==> src/rtl/ramst_pkg.sv <==
package ramst_pkg;

    // Engine phases; the order is the order of a full run.
    typedef enum logic [2:0] {
        PH_IDLE  = 3'd0,
        PH_FILL  = 3'd1,
        PH_VER1  = 3'd2,
        PH_CRD   = 3'd3,
        PH_CWR   = 3'd4,
        PH_VER2  = 3'd5,
        PH_DRAIN = 3'd6,
        PH_DONE  = 3'd7
    } phase_e;

endpackage

==> src/rtl/ramst_pattern.sv <==
// Fill value for an address: the address fitted to the data width.
module ramst_pattern #(
    parameter int ADDR_W = 6,
    parameter int DATA_W = 8
) (
    input  logic [ADDR_W-1:0] addr_i,
    output logic [DATA_W-1:0] pat_o
);

    generate
        if (DATA_W > ADDR_W) begin : g_widen
            localparam int PAD_W = DATA_W - ADDR_W;
            assign pat_o = {{PAD_W{1'b0}}, addr_i};
        end else begin : g_trunc
            assign pat_o = addr_i[DATA_W-1:0];
        end
    endgenerate

endmodule

==> src/rtl/ramst_cmp.sv <==
// Holds the expected word for one cycle and compares it against the
// read data that arrives one clock after the address.
module ramst_cmp #(
    parameter int DATA_W = 8
) (
    input  logic              clk,
    input  logic              rst_n,
    input  logic              issue_i,
    input  logic [DATA_W-1:0] exp_i,
    input  logic [DATA_W-1:0] rdata_i,
    output logic              err_o
);

    typedef struct packed {
        logic              vld;
        logic [DATA_W-1:0] exp;
    } cmp_t;

    cmp_t c_d, c_q;

    always_comb begin
        c_d     = c_q;
        c_d.vld = issue_i;
        c_d.exp = exp_i;
    end

    always_ff @(posedge clk or negedge rst_n) begin
        if (!rst_n) begin
            c_q <= '0;
        end else begin
            c_q <= c_d;
        end
    end

    assign err_o = c_q.vld && (rdata_i != c_q.exp);


    cmp_window_chk: assert property (@(posedge clk) disable iff (!rst_n)
        err_o |-> $past(issue_i));

endmodule

==> src/rtl/ramst_seq.sv <==
// Phase and address sequencer with the result flags.
module ramst_seq
    import ramst_pkg::*;
#(
    parameter int ADDR_W = 6
) (
    input  logic              clk,
    input  logic              rst_n,
    input  logic              start_i,
    input  logic              err_i,
    output phase_e            phase_o,
    output logic [ADDR_W-1:0] addr_o,
    output logic              done_o,
    output logic              pass_o,
    output logic              fail_o
);

    localparam logic [ADDR_W-1:0] LAST = {ADDR_W{1'b1}};

    typedef struct packed {
        phase_e            phase;
        logic [ADDR_W-1:0] addr;
        logic              done;
        logic              pass;
        logic              fail;
    } seq_t;

    seq_t s_d, s_q;
    logic at_last;
    logic running;

    assign at_last = (s_q.addr == LAST);
    assign running = (s_q.phase != PH_IDLE) && (s_q.phase != PH_DONE);

    always_comb begin
        s_d = s_q;
        unique case (s_q.phase)
            PH_IDLE, PH_DONE: begin
                if (start_i) begin
                    s_d.phase = PH_FILL;
                    s_d.addr  = '0;
                    s_d.done  = 1'b0;
                    s_d.pass  = 1'b0;
                    s_d.fail  = 1'b0;
                end
            end
            PH_FILL: begin
                if (at_last) begin
                    s_d.phase = PH_VER1;
                    s_d.addr  = '0;
                end else begin
                    s_d.addr = s_q.addr + 1'b1;
                end
            end
            PH_VER1: begin
                if (at_last) begin
                    s_d.phase = PH_CRD;
                    s_d.addr  = '0;
                end else begin
                    s_d.addr = s_q.addr + 1'b1;
                end
            end
            PH_CRD: begin
                s_d.phase = PH_CWR;
            end
            PH_CWR: begin
                if (at_last) begin
                    s_d.phase = PH_VER2;
                    s_d.addr  = '0;
                end else begin
                    s_d.phase = PH_CRD;
                    s_d.addr  = s_q.addr + 1'b1;
                end
            end
            PH_VER2: begin
                if (at_last) begin
                    s_d.phase = PH_DRAIN;
                end else begin
                    s_d.addr = s_q.addr + 1'b1;
                end
            end
            PH_DRAIN: begin
                s_d.phase = PH_DONE;
                s_d.done  = 1'b1;
                s_d.pass  = 1'b1;
            end
            default: begin
                s_d.phase = PH_IDLE;
            end
        endcase

        // A mismatch ends any run at once.
        if (running && err_i) begin
            s_d.phase = PH_DONE;
            s_d.done  = 1'b1;
            s_d.pass  = 1'b0;
            s_d.fail  = 1'b1;
        end
    end

    always_ff @(posedge clk or negedge rst_n) begin
        if (!rst_n) begin
            s_q <= '{phase: PH_IDLE, addr: '0, done: 1'b0, pass: 1'b0, fail: 1'b0};
        end else begin
            s_q <= s_d;
        end
    end

    assign phase_o = s_q.phase;
    assign addr_o  = s_q.addr;
    assign done_o  = s_q.done;
    assign pass_o  = s_q.pass;
    assign fail_o  = s_q.fail;


    fill_step_chk: assert property (@(posedge clk) disable iff (!rst_n)
        (s_q.phase == PH_FILL && $past(s_q.phase) == PH_FILL)
            |-> s_q.addr == ADDR_W'($past(s_q.addr) + 1'b1));


    cwr_pair_chk: assert property (@(posedge clk) disable iff (!rst_n)
        (s_q.phase == PH_CWR) |-> ($past(s_q.phase) == PH_CRD && $stable(s_q.addr)));


    fail_hold_chk: assert property (@(posedge clk) disable iff (!rst_n)
        (s_q.fail && !start_i) |=> s_q.fail);


    done_verdict_chk: assert property (@(posedge clk) disable iff (!rst_n)
        $rose(s_q.done) |-> $onehot({s_q.pass, s_q.fail}));

endmodule

==> src/rtl/ram_selftest.sv <==
module ram_selftest
    import ramst_pkg::*;
#(
    parameter int ADDR_W = 6,
    parameter int DATA_W = 8
) (
    input  logic              clk,
    input  logic              rst_n,
    input  logic              start,
    output logic              done,
    output logic              pass,
    output logic              fail_irq,
    output logic [ADDR_W-1:0] ram_addr,
    output logic [DATA_W-1:0] ram_wdata,
    output logic              ram_we,
    input  logic [DATA_W-1:0] ram_rdata
);

    phase_e            phase;
    logic [ADDR_W-1:0] addr;
    logic [DATA_W-1:0] pat;
    logic [DATA_W-1:0] exp_word;
    logic              issue;
    logic              err;

    ramst_seq #(.ADDR_W(ADDR_W)) u_seq (
        .clk     (clk),
        .rst_n   (rst_n),
        .start_i (start),
        .err_i   (err),
        .phase_o (phase),
        .addr_o  (addr),
        .done_o  (done),
        .pass_o  (pass),
        .fail_o  (fail_irq)
    );

    ramst_pattern #(.ADDR_W(ADDR_W), .DATA_W(DATA_W)) u_pat (
        .addr_i (addr),
        .pat_o  (pat)
    );

    assign issue    = (phase == PH_VER1) || (phase == PH_VER2);
    assign exp_word = (phase == PH_VER2) ? ~pat : pat;

    ramst_cmp #(.DATA_W(DATA_W)) u_cmp (
        .clk     (clk),
        .rst_n   (rst_n),
        .issue_i (issue),
        .exp_i   (exp_word),
        .rdata_i (ram_rdata),
        .err_o   (err)
    );

    assign ram_addr  = addr;
    assign ram_we    = (phase == PH_FILL) || (phase == PH_CWR);
    assign ram_wdata = (phase == PH_FILL) ? pat : ~ram_rdata;


    quiet_done_chk: assert property (@(posedge clk) disable iff (!rst_n)
        done |-> !ram_we);

endmodule

==> config.mk <==
export PLATFORM = sky130hd
export DESIGN_NAME = ram_selftest
export DESIGN_NICKNAME = d
export VERILOG_FILES = /design/src/rtl/ramst_pkg.sv /design/src/rtl/ramst_pattern.sv /design/src/rtl/ramst_cmp.sv /design/src/rtl/ramst_seq.sv /design/src/rtl/ram_selftest.sv
export SDC_FILE = /design/constraint.sdc
export NUM_CORES = 1
export LEC_CHECK = 0
export ABC_AREA = 0
export BUFFER_PORTS_ARGS = -buffer_cell sky130_fd_sc_hd__buf_2
export CAP_MARGIN = 20
export CORE_MARGIN = 2
export CORE_UTILIZATION = 53
export DETAILED_ROUTE_END_ITERATION = 12
export GPL_ROUTABILITY_DRIVEN = 0
export HOLD_SLACK_MARGIN = 0.05
export PLACE_DENSITY = 0.8
export REMOVE_ABC_BUFFERS = 1
export SYNTH_ARGS = -nofsm -noshare
export SYNTH_HDL_FRONTEND = slang
export SYNTH_SLANG_ARGS = --single-unit
==> constraint.sdc <==
create_clock -name clk -period 2.55 [get_ports clk]
set_clock_uncertainty 0.2 [all_clocks]
set_input_delay 0.1275 -clock clk [delete_from_list [all_inputs] [get_ports clk]]
set_output_delay 0.1275 -clock clk [all_outputs]
set_load 0.05 [all_outputs]
==> key figures <==
Placed design
  • Hpwl dp: 1980 um
  • Port Buf Inserts: 28
  • DP Worst Slack: 0.377 ns
  • Placed instance area: ~1400 um2
  • Cells after DPL: 188

Final layout
  • Storage cell area: 502 um2
  • Multi-input gate area: 677 um2
  • Nets: 180
  • Cell Count, Final, Fillers Out: 194
  • Layout cells sized above 1: 24.7%
  • Most frequent cells in the layout: buf_2, dfrtp_1, nand2_1
  • Fill cell count: 198
  • Most common cell after layout, fill and taps aside: buf_2
  • Antenna cells: 0
  • Final Util: 64.8%
  • Final Cell Area: 1450 um2
  • Area delta synth->final: 15.1%

Die
  • Die W: roughly 53 um
  • Die Y: roughly 53 um
  • # IOs: 29
  • Starting density of the core: approximately 56%
  • Row count: 17
  • Die area: 2780 um2
  • Core ar.: 2230 um2

STA
  • RSZ-0062 raised after global routing: no
  • Final slew viol count: 0
  • Setup-failing EPs final: 0
  • F_max: between 400 and 500 MHz
  • Worst Tran Pin Value: 0.487 ns
  • Fin crit share: 86.5%
  • Slew HR: roughly 68%
  • Setup ws final: ~0.34 ns
  • Post-layout min period: about 2.2 ns
  • Hold Vio Cnt, Final: 0

Logic synthesis
  • Synth Warn #: 0
  • Netlist cell types: 42
  • Fraction of registers with async set/reset: 100%
  • Sequential-to-total area share from yosys stat: 39.8%
  • Seq cells post-synth: 20
  • Synth Instances: ~140
  • Cell area after synthesis: between 1000 and 1500 um2
  • Number of synthesized flops with an enable pin: 0
  • Synth Flop Type: dfrtp_1
  • Syn avg cell area: between 9 and 10 um2

Worst setup path
  • Top cell family by delay on the critical path: buffers and inverters
  • Critical path fanouts, max: 14
  • Crit-path cells: inv_1, nor3_1, buf_4, mux2i_1, buf_2
  • Critical path data arrival time: 1.88 ns
  • Crit end category: primary output
  • Kind of critical path: reg -> out
  • CP required: 2.22 ns
  • Slowest stage delay, CP: 0.53 ns
  • Buffers plus inverters on the worst setup path: 3
  • Slowest stage cell, crit path: dfrtp_2
  • Startpoint types: register

Clocking
  • Clock sink count: 20
  • CTS Root Cell: clkbuf_4
  • Worst-path clk slew: ~0.11 ns
  • Number of H-tree levels: 1
  • Skew-Pair Late Insertion Delay: 0.29 ns
  • CTS tree: done
  • Clock buffer depth: 2
  • CTS buffer count: 3
  • Post-CTS Setup Repair Bufs: 0

Flow run
  • Number of max-cap violations: 0

Global routing
  • Initial antenna violation count: 0
  • Vias in the first global route: 1054
  • Gr ovfl total: 0
  • GRT Overall Usage: 22.3%
  • First-pass GRT wire length: approximately 4600 um
  • Largest net degree at the start of global routing: 21

Power and ir drop
  • Power per cell area: about 1200 nW/um2
  • Max IR drop VDD: 0.831 mV
  • Lkg Pwr: 0.657 nW

Routing
  • Vias/cell: 5.68
  • Number of DRC markers in iteration 0: 38
  • DR pass1 iterations: 4
  • Routed Antenna Nets: 0
  • Residual DRC: 0
  • Vias post-DR: 1102
  • WL final: ~2700 um
  • Wirelength per Cell: between 10 and 15 um

Outcome
  • Outcome: complete, no violations

Hold path
  • HP Class: in -> async
[repair_timing]
action                                  in CTS  in global routing
hold endpoints to repair                    23                  0
hold buffers                                 2                  0
endpoints found under the setup margin       0                  1
resized for setup                            0                  1
[cells in the mapped netlist (3+ instances only)]
cell      number  area (um2)
a211oi_1       3        22.5
a21oi_1        3        15.0
buf_2          4        20.0
dfrtp_1       20         500
inv_1          8        30.0
mux2i_1        3        30.0
nand2_1       18        67.6
nand3_1        3        15.0
nor2_1         7        26.3
nor2b_1        4        25.0
nor3_1         4        20.0
o21ai_0        9        45.0
o21ai_1        4        20.0
o22ai_1        3        18.8
or2_2          3        18.8
xnor2_1       10        87.6
[kinds of logic (layout without fill, tap and decap cells)]
family                     after synthesis  count (layout)  share of synthesized area, %
adders and majority gates                2               2                          1.99
muxes                                    3               3                          2.39
xor gates and xnor gates                12              12                          8.36
DFF                                     20              20                          39.8
AOI/OAI and AO/OA                       34              34                          18.6
and+or+nand+nor                         52              52                          22.5
buffers and inverters                   16              43                          6.37
[sequential cells by signal, indices dropped and copies added (netlist names)]
signal,cells
u_cmp.c_q,8
u_seq.addr_o,6
u_seq.done_o,1
u_seq.fail_o,1
u_seq.pass_o,1
u_seq.phase_o,3
[power by group]
part | total, mW | internal, mW | switching [mW]
logic | 1.02 | 0.365 | 0.656
registers | 0.601 | 0.437 | 0.164
clock network | 0.181 | 0.0870 | 0.0939
total | 1.80 | 0.889 | 0.914
[worst paths after layout]
kind | start | endpoint | slack [ns] | cells past startpoint
worst max-delay path | u_seq.phase_o[0]$_DFFE_PN0P_ | ram_wdata[0] | 0.34 | 5
worst min-delay path | rst_n | u_seq.addr_o[1]$_DFFE_PN0P_ | 0.09 | 2
worst max register to register | u_seq.addr_o[1]$_DFFE_PN0P_ | u_seq.addr_o[2]$_DFFE_PN0P_ | 0.34 | 6
worst min register to register | u_seq.pass_o$_DFFE_PN0P_ | u_seq.pass_o$_DFFE_PN0P_ | 0.33 | 1
max in group asynchronous | rst_n | u_seq.phase_o[0]$_DFFE_PN0P_ | 1.73 | 2
min in group clk | u_seq.pass_o$_DFFE_PN0P_ | u_seq.pass_o$_DFFE_PN0P_ | 0.33 | 1
[routing by layer]
| metal | wire (um) | track usage (%) | part of all wire, % |
|---|---|---|---|
| met4 | 25 | 7.26 | 0.93 |
| met5 | 0 | 0 | 0 |
| met1 | 1150 | 28.5 | 43 |
| met3 | 124 | 2.86 | 4.6 |
| met2 | 1380 | 38.5 | 51 |
[cell type report]
cell class	count	share of cell area, %
tap	28	2.42
timing repair buffer	31	11.6
sequential	20	34.7
inverter	8	2.07
clock buffer	4	2.51
multi-input combinational	103	46.8
[per-stage QoR]
stage               total power, mW  TNS [ns]  hold slack, ns
global route                   1.94         0           0.115
global placement               1.59         0          -0.109
CTS                            1.80         0           0.101
finish                         1.80         0          0.0888
floorplan                      1.38    -0.170          -0.368
detailed placement             1.62         0          -0.105
Power figures use the tool's default switching activity.
